<file path="config.mk">
export PLATFORM = sky130hd
export DESIGN_NAME = hsw_idle_gate
export DESIGN_NICKNAME = d
export VERILOG_FILES = /design/src/rtl/hsw_pkg.sv /design/src/rtl/hsw_rst_sync.sv /design/src/rtl/hsw_idle_detect.sv /design/src/rtl/hsw_gate_fsm.sv /design/src/rtl/hsw_idle_gate.sv
export SDC_FILE = /design/constraint.sdc
export NUM_CORES = 1
export LEC_CHECK = 0
export ABC_AREA = 0
export BUFFER_PORTS_ARGS = -buffer_cell sky130_fd_sc_hd__buf_2
export CAP_MARGIN = 20
export CORE_AREA = 2 2 39 41
export DETAILED_ROUTE_END_ITERATION = 10
export DIE_AREA = 0 0 41 43
export GPL_ROUTABILITY_DRIVEN = 0
export SETUP_SLACK_MARGIN = 0.4
export SLEW_MARGIN = 20
export SYNTH_ARGS = -nofsm -noshare
export SYNTH_HDL_FRONTEND = slang
export SYNTH_SLANG_ARGS = --single-unit
export TNS_END_PERCENT = 50
</file>
<file path="constraint.sdc">
create_clock -name clk -period 1 [get_ports clk]
set_input_delay 0.15 -clock clk [delete_from_list [all_inputs] [get_ports clk]]
set_output_delay 0.15 -clock clk [all_outputs]
set_load 0.01 [all_outputs]
</file>
<file path="src/rtl/hsw_pkg.sv">
package hsw_pkg;

  typedef enum logic {
    HS_WAIT = 1'b0,
    HS_OPEN = 1'b1
  } hs_state_e;

  // bus carries no transaction when both strobes are deasserted (high)
  function automatic logic bus_quiet(input logic frame_n, input logic irdy_n);
    return frame_n & irdy_n;
  endfunction

  // true when the sample now arriving completes the required idle run
  function automatic logic run_complete(input int unsigned seen, input int unsigned need);
    return (seen + 1) >= need;
  endfunction

endpackage

</file>
<file path="src/rtl/hsw_rst_sync.sv">
module hsw_rst_sync #(
  parameter int STAGES = 2
) (
  input  logic clk,
  input  logic rst_n,
  output logic rst_sync_n
);
  logic [STAGES-1:0] chain;

  always_ff @(posedge clk or negedge rst_n) begin
    if (!rst_n) chain <= '0;
    else        chain <= {chain[STAGES-2:0], 1'b1};
  end

  assign rst_sync_n = chain[STAGES-1];
endmodule

</file>
<file path="src/rtl/hsw_idle_detect.sv">
module hsw_idle_detect (
  input  logic frame_n,
  input  logic irdy_n,
  output logic bus_idle
);
  import hsw_pkg::*;
  assign bus_idle = bus_quiet(frame_n, irdy_n);
endmodule

</file>
<file path="src/rtl/hsw_gate_fsm.sv">
module hsw_gate_fsm #(
  parameter int IDLE_MIN = 2
) (
  input  logic clk,
  input  logic rst_sync_n,
  input  logic bus_idle,
  output logic open_now
);
  import hsw_pkg::*;
  localparam int CW = (IDLE_MIN < 2) ? 1 : $clog2(IDLE_MIN + 1);

  hs_state_e     state;
  logic [CW-1:0] run_cnt;

  always_ff @(posedge clk or negedge rst_sync_n) begin
    if (!rst_sync_n) begin
      state   <= HS_WAIT;
      run_cnt <= '0;
    end else if (state == HS_WAIT) begin
      if (!bus_idle) begin
        run_cnt <= '0;
      end else if (run_complete(int'(run_cnt), IDLE_MIN)) begin
        state   <= HS_OPEN;
        run_cnt <= '0;
      end else begin
        run_cnt <= run_cnt + 1'b1;
      end
    end
  end

  assign open_now = (state == HS_OPEN);
endmodule

</file>
<file path="src/rtl/hsw_idle_gate.sv">
module hsw_idle_gate #(
  parameter int SYNC_STAGES = 2,
  parameter int IDLE_MIN    = 2
) (
  input  logic clk,
  input  logic rst_n,
  input  logic frame_n,
  input  logic irdy_n,
  input  logic drv_req,
  output logic drv_oe,
  output logic if_en
);
  logic rst_sync_n;
  logic bus_idle;
  logic open_now;

  hsw_rst_sync #(.STAGES(SYNC_STAGES)) u_sync (
    .clk        (clk),
    .rst_n      (rst_n),
    .rst_sync_n (rst_sync_n)
  );

  hsw_idle_detect u_det (
    .frame_n  (frame_n),
    .irdy_n   (irdy_n),
    .bus_idle (bus_idle)
  );

  hsw_gate_fsm #(.IDLE_MIN(IDLE_MIN)) u_fsm (
    .clk        (clk),
    .rst_sync_n (rst_sync_n),
    .bus_idle   (bus_idle),
    .open_now   (open_now)
  );

  assign if_en  = open_now;
  // raw reset also gates the enable so drivers float even before the chain clears
  assign drv_oe = rst_n & open_now & drv_req;
endmodule

</file>
Word level (Yosys, flattened, before mapping). Cells that the tools add are included.

Bits in registers: 5. Bits of input ports: 5. Word-level logic and storage cells: 14.

Add/sub/neg operators: 2. Magnitude comparators: 1. Bitwise operators: 3. Mux-type cells: 5.

Operators by type and width (count): >= comparator 32 x 2 -> 1 bit (second input constant) (1); 2-to-1 mux 2 bit (2); adder 2 x 1 -> 3 bit (second input constant) (1); AND 1 bit (3); 2-to-1 mux 1 bit (3); adder 2 x 1 -> 2 bit (second input constant) (1).

Depth between registers and ports, before layout. Gate-level depths: netlist of run 1.

Depth in word-level cells: 5. Depth in mapped cells: 4. Depth with buffers taken out: 4.

Modules after synthesis. A second synthesis of run 1 with hierarchy kept.

Cell total of the unflattened synthesis: 20. Area, all modules: 216.5 µm².

By module, submodules not included: hsw_gate_fsm (times used 1, area each 150.1 µm², cells each 15); hsw_rst_sync (times used 1, area each 53.8 µm², cells each 3); hsw_idle_detect (times used 1, area each 6.3 µm², cells each 1); hsw_idle_gate (times used 1, area each 6.3 µm², cells each 1).

Least setup slack after synthesis of run 1. OpenSTA, ideal clock, no wires.

Kind: register to register. Start: reg u_fsm.run_cnt[0]. End: reg u_fsm.run_cnt[1]. Data arrival time: 0.772 ns. Data required time: 0.872 ns. Period minus slack after synthesis: 0.899 ns. Setup time: 0.128 ns. Cell stages (with the launch flop): 5. Path slack: 0.101 ns. Path through: dfrtp_1 > inv_1 > ha_1 > nand4_1 > o21ai_1.

Cells in the longest elaborated chain, start to end: 4. Elaborated cells between the ends (all ways): 5. Classes of those cells: add/sub: 2; order compare: 1; mux: 2.

RTL lines: from (decl) (RTL line hsw_gate_fsm.sv:13) `logic [CW-1:0] run_cnt;`; from (signal assigned) (RTL line hsw_gate_fsm.sv:26) `run_cnt <= run_cnt + 1'b1;`; adder 2 x 1 -> 3 bit (RTL line hsw_pkg.sv:15) `return (seen + 1) >= need;`; >= comparator 32 x 2 -> 1 bit (RTL line hsw_pkg.sv:15); 2-to-1 mux 2 bit * (RTL line hsw_gate_fsm.sv:22) `end else if (run_complete(int'(run_cnt), IDLE_MIN)) begin`; 2-to-1 mux 2 bit * (RTL line hsw_gate_fsm.sv:20) `if (!bus_idle) begin`.

Mark *: on every way between the ends. The rest lies on a longest branch, timed or not. A chain may end at the register's enable or synchronous reset.

Final worst setup path of run 1.
Start: reg u_fsm.state, in the netlist u_fsm.open_now. End: out drv_oe.

Cells in the longest elaborated chain, start to end: 2.

RTL lines: from (decl) (RTL line hsw_gate_fsm.sv:12) `hs_state_e state;`; from (signal assigned) (RTL line hsw_gate_fsm.sv:17) `state <= HS_WAIT;`; from (signal assigned) (RTL line hsw_gate_fsm.sv:23) `state <= HS_OPEN;`; AND 1 bit (2 in a row) (RTL line hsw_idle_gate.sv:38) `assign drv_oe = rst_n & open_now & drv_req;`; to (decl) (RTL line hsw_idle_gate.sv:10) `output logic drv_oe,`.

Every way passes these cells.

==> metrics, run 1 <==
Crit Path Max Fanout 2; CTS tree built; fillers 148; first-pass GRT wire length 662 µm; Die ar. 1763 µm²; layout cells sized above 1 0.4706; register area share after synthesis 0.6024; Fin. Hold Viols 0; Final Critical Period 1.051 ns; Placed Cells incl. Taps between 40 and 50; vias post-DR 187; worst-skew pair later-pin latency ~0.24 ns; top layer in use met3; RSZ-0062 raised after global routing yes; PortBufs 6; H-tree depth 1; worst clock skew 0.0004713 ns; Synth Instances 19; Pre-antenna DRT Iters 2; drt drc 0; final setup vio count 2; wire length on met2 239 µm; register area 126.4 µm²; top post-synthesis cells by area dfrtp_1 (60%), ha_1 (12%), nand2_1 (5.4%); fin nets between 40 and 50; ANT nets after route 0; post-synth design cell area 207.7 µm²; standard-cell rows 14; Yosys top cell area share 0.6024; yosys warns 0; Startpoint Class flop; Mean Syn Cell Area 10.93 µm²; CTS root buf clkbuf_4; Starting Density 0.1501; PnR worst setup slack -0.05071 ns; CP required around 0.85 ns; area occupied by multi-input gates 91.34 µm²; Pleak 0.1651 nW; worst vdd ir 800.3 µV; most frequent cells in the layout buf_6 (5), buf_2 (4), dfrtp_1 (4); routed wire length 438 µm; Critical Path Sink Type primary output; Min-Delay Path Class reg -> async; fin crit share 1.051; Area Overhead vs Synth 75.90%; Cell Pwr Density between 2000 and 2500 nW/µm²; Max Cap Viol 0; I/O pin cnt 7; status complete, but fails checks; met3 wire length 27 µm; CP Class reg -> out; Yosys reg bits 5; commonest non-fill, non-tap cell in the layout buf_6; Power Total 0.0009062 W; DR WL/cell 8.760 µm; DR iter-0 viols 2; Tot GR Track Use 0.06085; Yosys top cell by area dfrtp_1; fin. max-slew vios 0; net count after synthesis 26; DR vias/cell 3.740; antenna diode count 0; Worst-path clk slew 0.04 ns; vias in the first global route just under 200; die height 43 µm; cell area after layout 365.4 µm²; DP Area between 200 and 300 µm²; Die X-Extent 41 µm; Setup TNS Final -0.07011 ns; Num CTS Buffers 3; total core area 1384 µm²; Max Clk Rate 951.7 MHz; total grt overflow 0; antenna violations before repair 0; maximum clock insertion buffer count 2; failing checks negative setup slack; Metal-1 WL 171 µm; clock sinks 5; Arr. time, crit path about 0.90 ns; largest net degree at the start of global routing 4; Yosys cell types 10; non-filler cells, final 50
==> where the power goes <==
group	internal [W]	switching, W
clock	0.000150	0.0000769
combinational	0.000243	0.000154
sequential	0.000254	0.0000275
==> synthesized netlist by cell type <==
cell	n
o21bai_1	1
ha_1	2
inv_1	2
conb_1	1
nand4_1	1
nand2_1	3
nand3_1	1
o21ai_1	2
dfrtp_1	5
and3_1	1
==> final timing paths <==
path	start	endpoint	slack, ns	cells past startpoint
min in group clk	irdy_n	u_fsm.run_cnt[0]$_DFFE_PN0N_	0.21	3
hold reg to reg	u_sync.chain[1]$_DFF_PN0_	u_fsm.run_cnt[0]$_DFFE_PN0N_	0.04	0
max in group asynchronous	rst_n	u_sync.chain[1]$_DFF_PN0_	0.63	2
setup reg to reg	u_fsm.open_now$_DFF_PN0_	u_fsm.open_now$_DFF_PN0_	0	4
setup / recovery	u_fsm.open_now$_DFF_PN0_	drv_oe	-0.05	2
hold / removal	u_sync.chain[1]$_DFF_PN0_	u_fsm.run_cnt[0]$_DFFE_PN0N_	0.04	0
==> cell type report <==
cell class	count	area share
flip-flops and latches	5	0.3459
repair buffers	11	0.2568
multi-input cells	12	0.2500
clock buffers	4	0.07192
well taps	16	0.05479
inverters	2	0.02055
==> state kept, by name (all words and copies together), names as in the netlist <==
name,flops
u_sync.chain,2
u_fsm.open_now,1
u_fsm.run_cnt,2
==> what timing repair did <==
action,CTS,global route
hold endpoints to repair,2,0
buffers inserted,4,0
gates resized for setup,1,6
setup endpoints to repair,5,5
hold buffers,1,0
cloned,0,0
==> cell families (layout without fill, tap and decap cells) <==
family                   Yosys count  after routing  share of synthesized area
buffers and inverters              2             17                    0.03616
adder cells (fa/ha/maj)            2              2                     0.1205
other                              1              1                    0.01805
flip-flops                         5              5                     0.6024
AND/OR/NAND/NOR                    6              6                     0.1386
AO/OA/AOI/OAI                      3              3                    0.08435
==> through the flow <==
stage,util,setup WS [ns],hold WS (ns)
after floorplan,-,0.1050,-0.1456
after global placement,0.1872,0.05722,-0.05755
after detailed placement,0.1872,0.04259,-0.05825
after CTS,0.2396,-0.06247,0.04176
after global routing,0.2640,-0.08298,0.05516
final,0.2640,-0.05071,0.03909
==> per-layer routing <==
layer  global-route usage  up-vias
li1                     -       92
met1              0.05648       90
met2              0.08750        5
met3              0.03141        0
met4              0.06000        0
met5                    0        -
==> critical path, stage by stage (launching register included) <==
cell and delay, ns:
dfrtp_2 0.40, and3_4 0.15, buf_6 0.11
Power figures use the tool's default switching activity.
==> run 2, diff against run 1 <==
==> constraint.sdc (replaced) <==
create_clock -name clk -period 1.3 [get_ports clk]
set_input_delay 0.13 -clock clk [delete_from_list [all_inputs] [get_ports clk]]
set_output_delay 0.13 -clock clk [all_outputs]
set_load 0.01 [all_outputs]
==> run 2 against run 1 <==
Against the previous run:
- the flow now finishes without violations
- sequential power decreased by 23%
- global-route usage increased by 0.98 points
- cell area decreased by 14%
- sequential share of layout area increased by 5.3 points
- clock skew increased by 0.0046 ns
- non-clock buffer count decreased by 3
- setup slack improved by 0.31 ns
- combinational power decreased by 52%
- critical endpoint unchanged
- die area unchanged
==> metrics, run 2 (synthesized netlist as in run 1, its figures left out) <==
Pre-antenna DRT Iters 1 (-1); Worst-path clk slew 0.05 ns (about the same); total core area 1384 µm² (unchanged); status completed; Setup TNS Final 0 ns (+0.07011 ns); fillers 149 (+0.68%); H-tree depth 1 (unchanged); most frequent cells in the layout buf_2 (6), dfrtp_1 (5), nand2_1 (3), clkbuf_4 (3); antenna diode count 0 (unchanged); total grt overflow 0 (unchanged); CTS root buf clkbuf_4; fin nets 39 (-7.1%); Area Overhead vs Synth 51.20%; dpl hpwl 324.2 µm; worst path cell trace and3_1 -> buf_2; cell area after layout 314.1 µm² (-14%); Final Util 0.2269 (-0.03707); final setup vio count 0 (-2); worst-skew pair later-pin latency 0.24 ns (about the same); Startpoint Class flop; DR iter-0 viols 0 (-2); CP Class reg -> out; PnR worst setup slack 0.2600 ns (+0.3107 ns); DP Area 257.7 µm² (-0.48%); Tot GR Track Use 0.07064 (+0.009784); Final Critical Period 1.040 ns; clock sinks 5 (unchanged); Power Total 0.0005883 W (-35%); antenna violations before repair 0 (unchanged); Die X-Extent 41 µm (unchanged); CP max stage cell dfrtp_1; DR WL/cell 8.574 µm (-2.1%); Crit path largest cell delay 0.39 ns (about the same); RSZ-0062 raised after global routing yes; worst clock skew 0.005102 ns (+0.004630 ns); Critical Path Sink Type primary output; maximum clock insertion buffer count 2 (unchanged); vias in the first global route 177 (-8.8%); routed wire length 403 µm (-8.0%); Die ar. 1763 µm² (unchanged); PortBufs 6 (unchanged); Cell Pwr Density 1873 nW/µm² (-24%); Starting Density 0.1501 (unchanged); Fin. Hold Viols 0 (unchanged); Max Clk Rate slightly below 1000 MHz; vias post-DR 173 (-7.5%); Pleak 0.1428 nW (-14%); Num CTS Buffers 3 (unchanged); Arr. time, crit path 0.91 ns (about the same); largest net degree at the start of global routing 6 (+2); fin. max-slew vios 0 (unchanged); I/O pin cnt 7 (unchanged); CP required 1.17 ns (+0.32 ns); fin crit share 0.8000; worst vdd ir 572.6 µV (-28%); Placement Setup Slack 0.3508 ns (+0.3083 ns); drt drc 0 (unchanged); Min-Delay Path Class reg -> async; die height 43 µm (unchanged); DR vias/cell 3.681 (-1.6%); ANT nets after route 0 (unchanged); layout cells sized above 1 0.4194 (-0.05123); first-pass GRT wire length 759 µm (+15%); Crit Path Max Fanout 3 (+1); Max Cap Viol 0 (unchanged); standard-cell rows 14 (unchanged); commonest non-fill, non-tap cell in the layout buf_2; CTS tree built
## run 2: cell count changes in the layout (fill, tap and decap cells not counted), moves of 2 or more
cell	previous run	this run
buf_2	4	6
buf_6	5	0
inv_1	2	0
inv_2	0	2
## run 2: critical path, delay by kind of cell, from the launching register on
kind	cells	cell delay, ns
flip-flops	1	0.39
AND/OR/NAND/NOR	1	0.14
buffers and inverters	1	0.13
## run 2: metal layers
metal  vias to the layer above  GRT usage  part of all wire
li1                         85          -                 -
met1                        80    0.08497              0.43
met2                         8    0.07813              0.45
met3                         0    0.06806              0.12
met4                         0    0.04000                 0
met5                         -          0                 0
## run 2: worst paths after layout
kind | from | endpoint | slack (ns) | cells past startpoint
worst max register to register | u_fsm.run_cnt[1]$_DFFE_PN0N_ | u_fsm.run_cnt[1]$_DFFE_PN0N_ | 0.38 | 4
worst min register to register | u_sync.chain[1]$_DFF_PN0_ | u_fsm.run_cnt[0]$_DFFE_PN0N_ | 0.04 | 0
min in group clk | irdy_n | u_fsm.open_now$_DFF_PN0_ | 0.15 | 3
worst min-delay path | u_sync.chain[1]$_DFF_PN0_ | u_fsm.run_cnt[0]$_DFFE_PN0N_ | 0.04 | 0
worst max-delay path | u_fsm.open_now$_DFF_PN0_ | drv_oe | 0.26 | 2
max in group asynchronous | rst_n | u_sync.chain[1]$_DFF_PN0_ | 0.96 | 2
## run 2: power by group
| part | total [W] | switching [W] | internal [W] | leakage [nW] |
|---|---|---|---|---|
| combinational | 0.000190 | 0.0000939 | 0.0000963 | 0.0678 |
| sequential | 0.000218 | 0.0000251 | 0.000193 | 0.0600 |
| clock | 0.000180 | 0.0000635 | 0.000116 | 0.0150 |
| total | 0.000588 | 0.000183 | 0.000406 | 0.143 |
## run 2: area by class of cell
| cell class | count | area (µm²) | share of cell area |
|---|---|---|---|
| well taps | 16 | 20.02 | 0.06375 |
| flip-flops and latches | 5 | 125.1 | 0.3984 |
| repair buffers | 8 | 47.55 | 0.1514 |
| inverters | 2 | 7.507 | 0.02390 |
| multi-input cells | 12 | 87.58 | 0.2789 |
| clock buffers | 4 | 26.28 | 0.08367 |
## run 2: what timing repair did
item / in CTS / in global routing
hold buffers: 1 / 0
endpoints found under the setup margin: 3 / 4
pin swaps: 0 / 3
buffers inserted: 1 / 0
hold endpoints to repair: 2 / 0
gates resized for setup: 0 / 3
## run 2: metrics by stage
stage,hold WS [ns],cells
after floorplan,-0.1656,19
after global placement,-0.07902,41
after detailed placement,-0.07695,41
after CTS,0.04325,47
after global routing,0.05443,47
final,0.03685,47
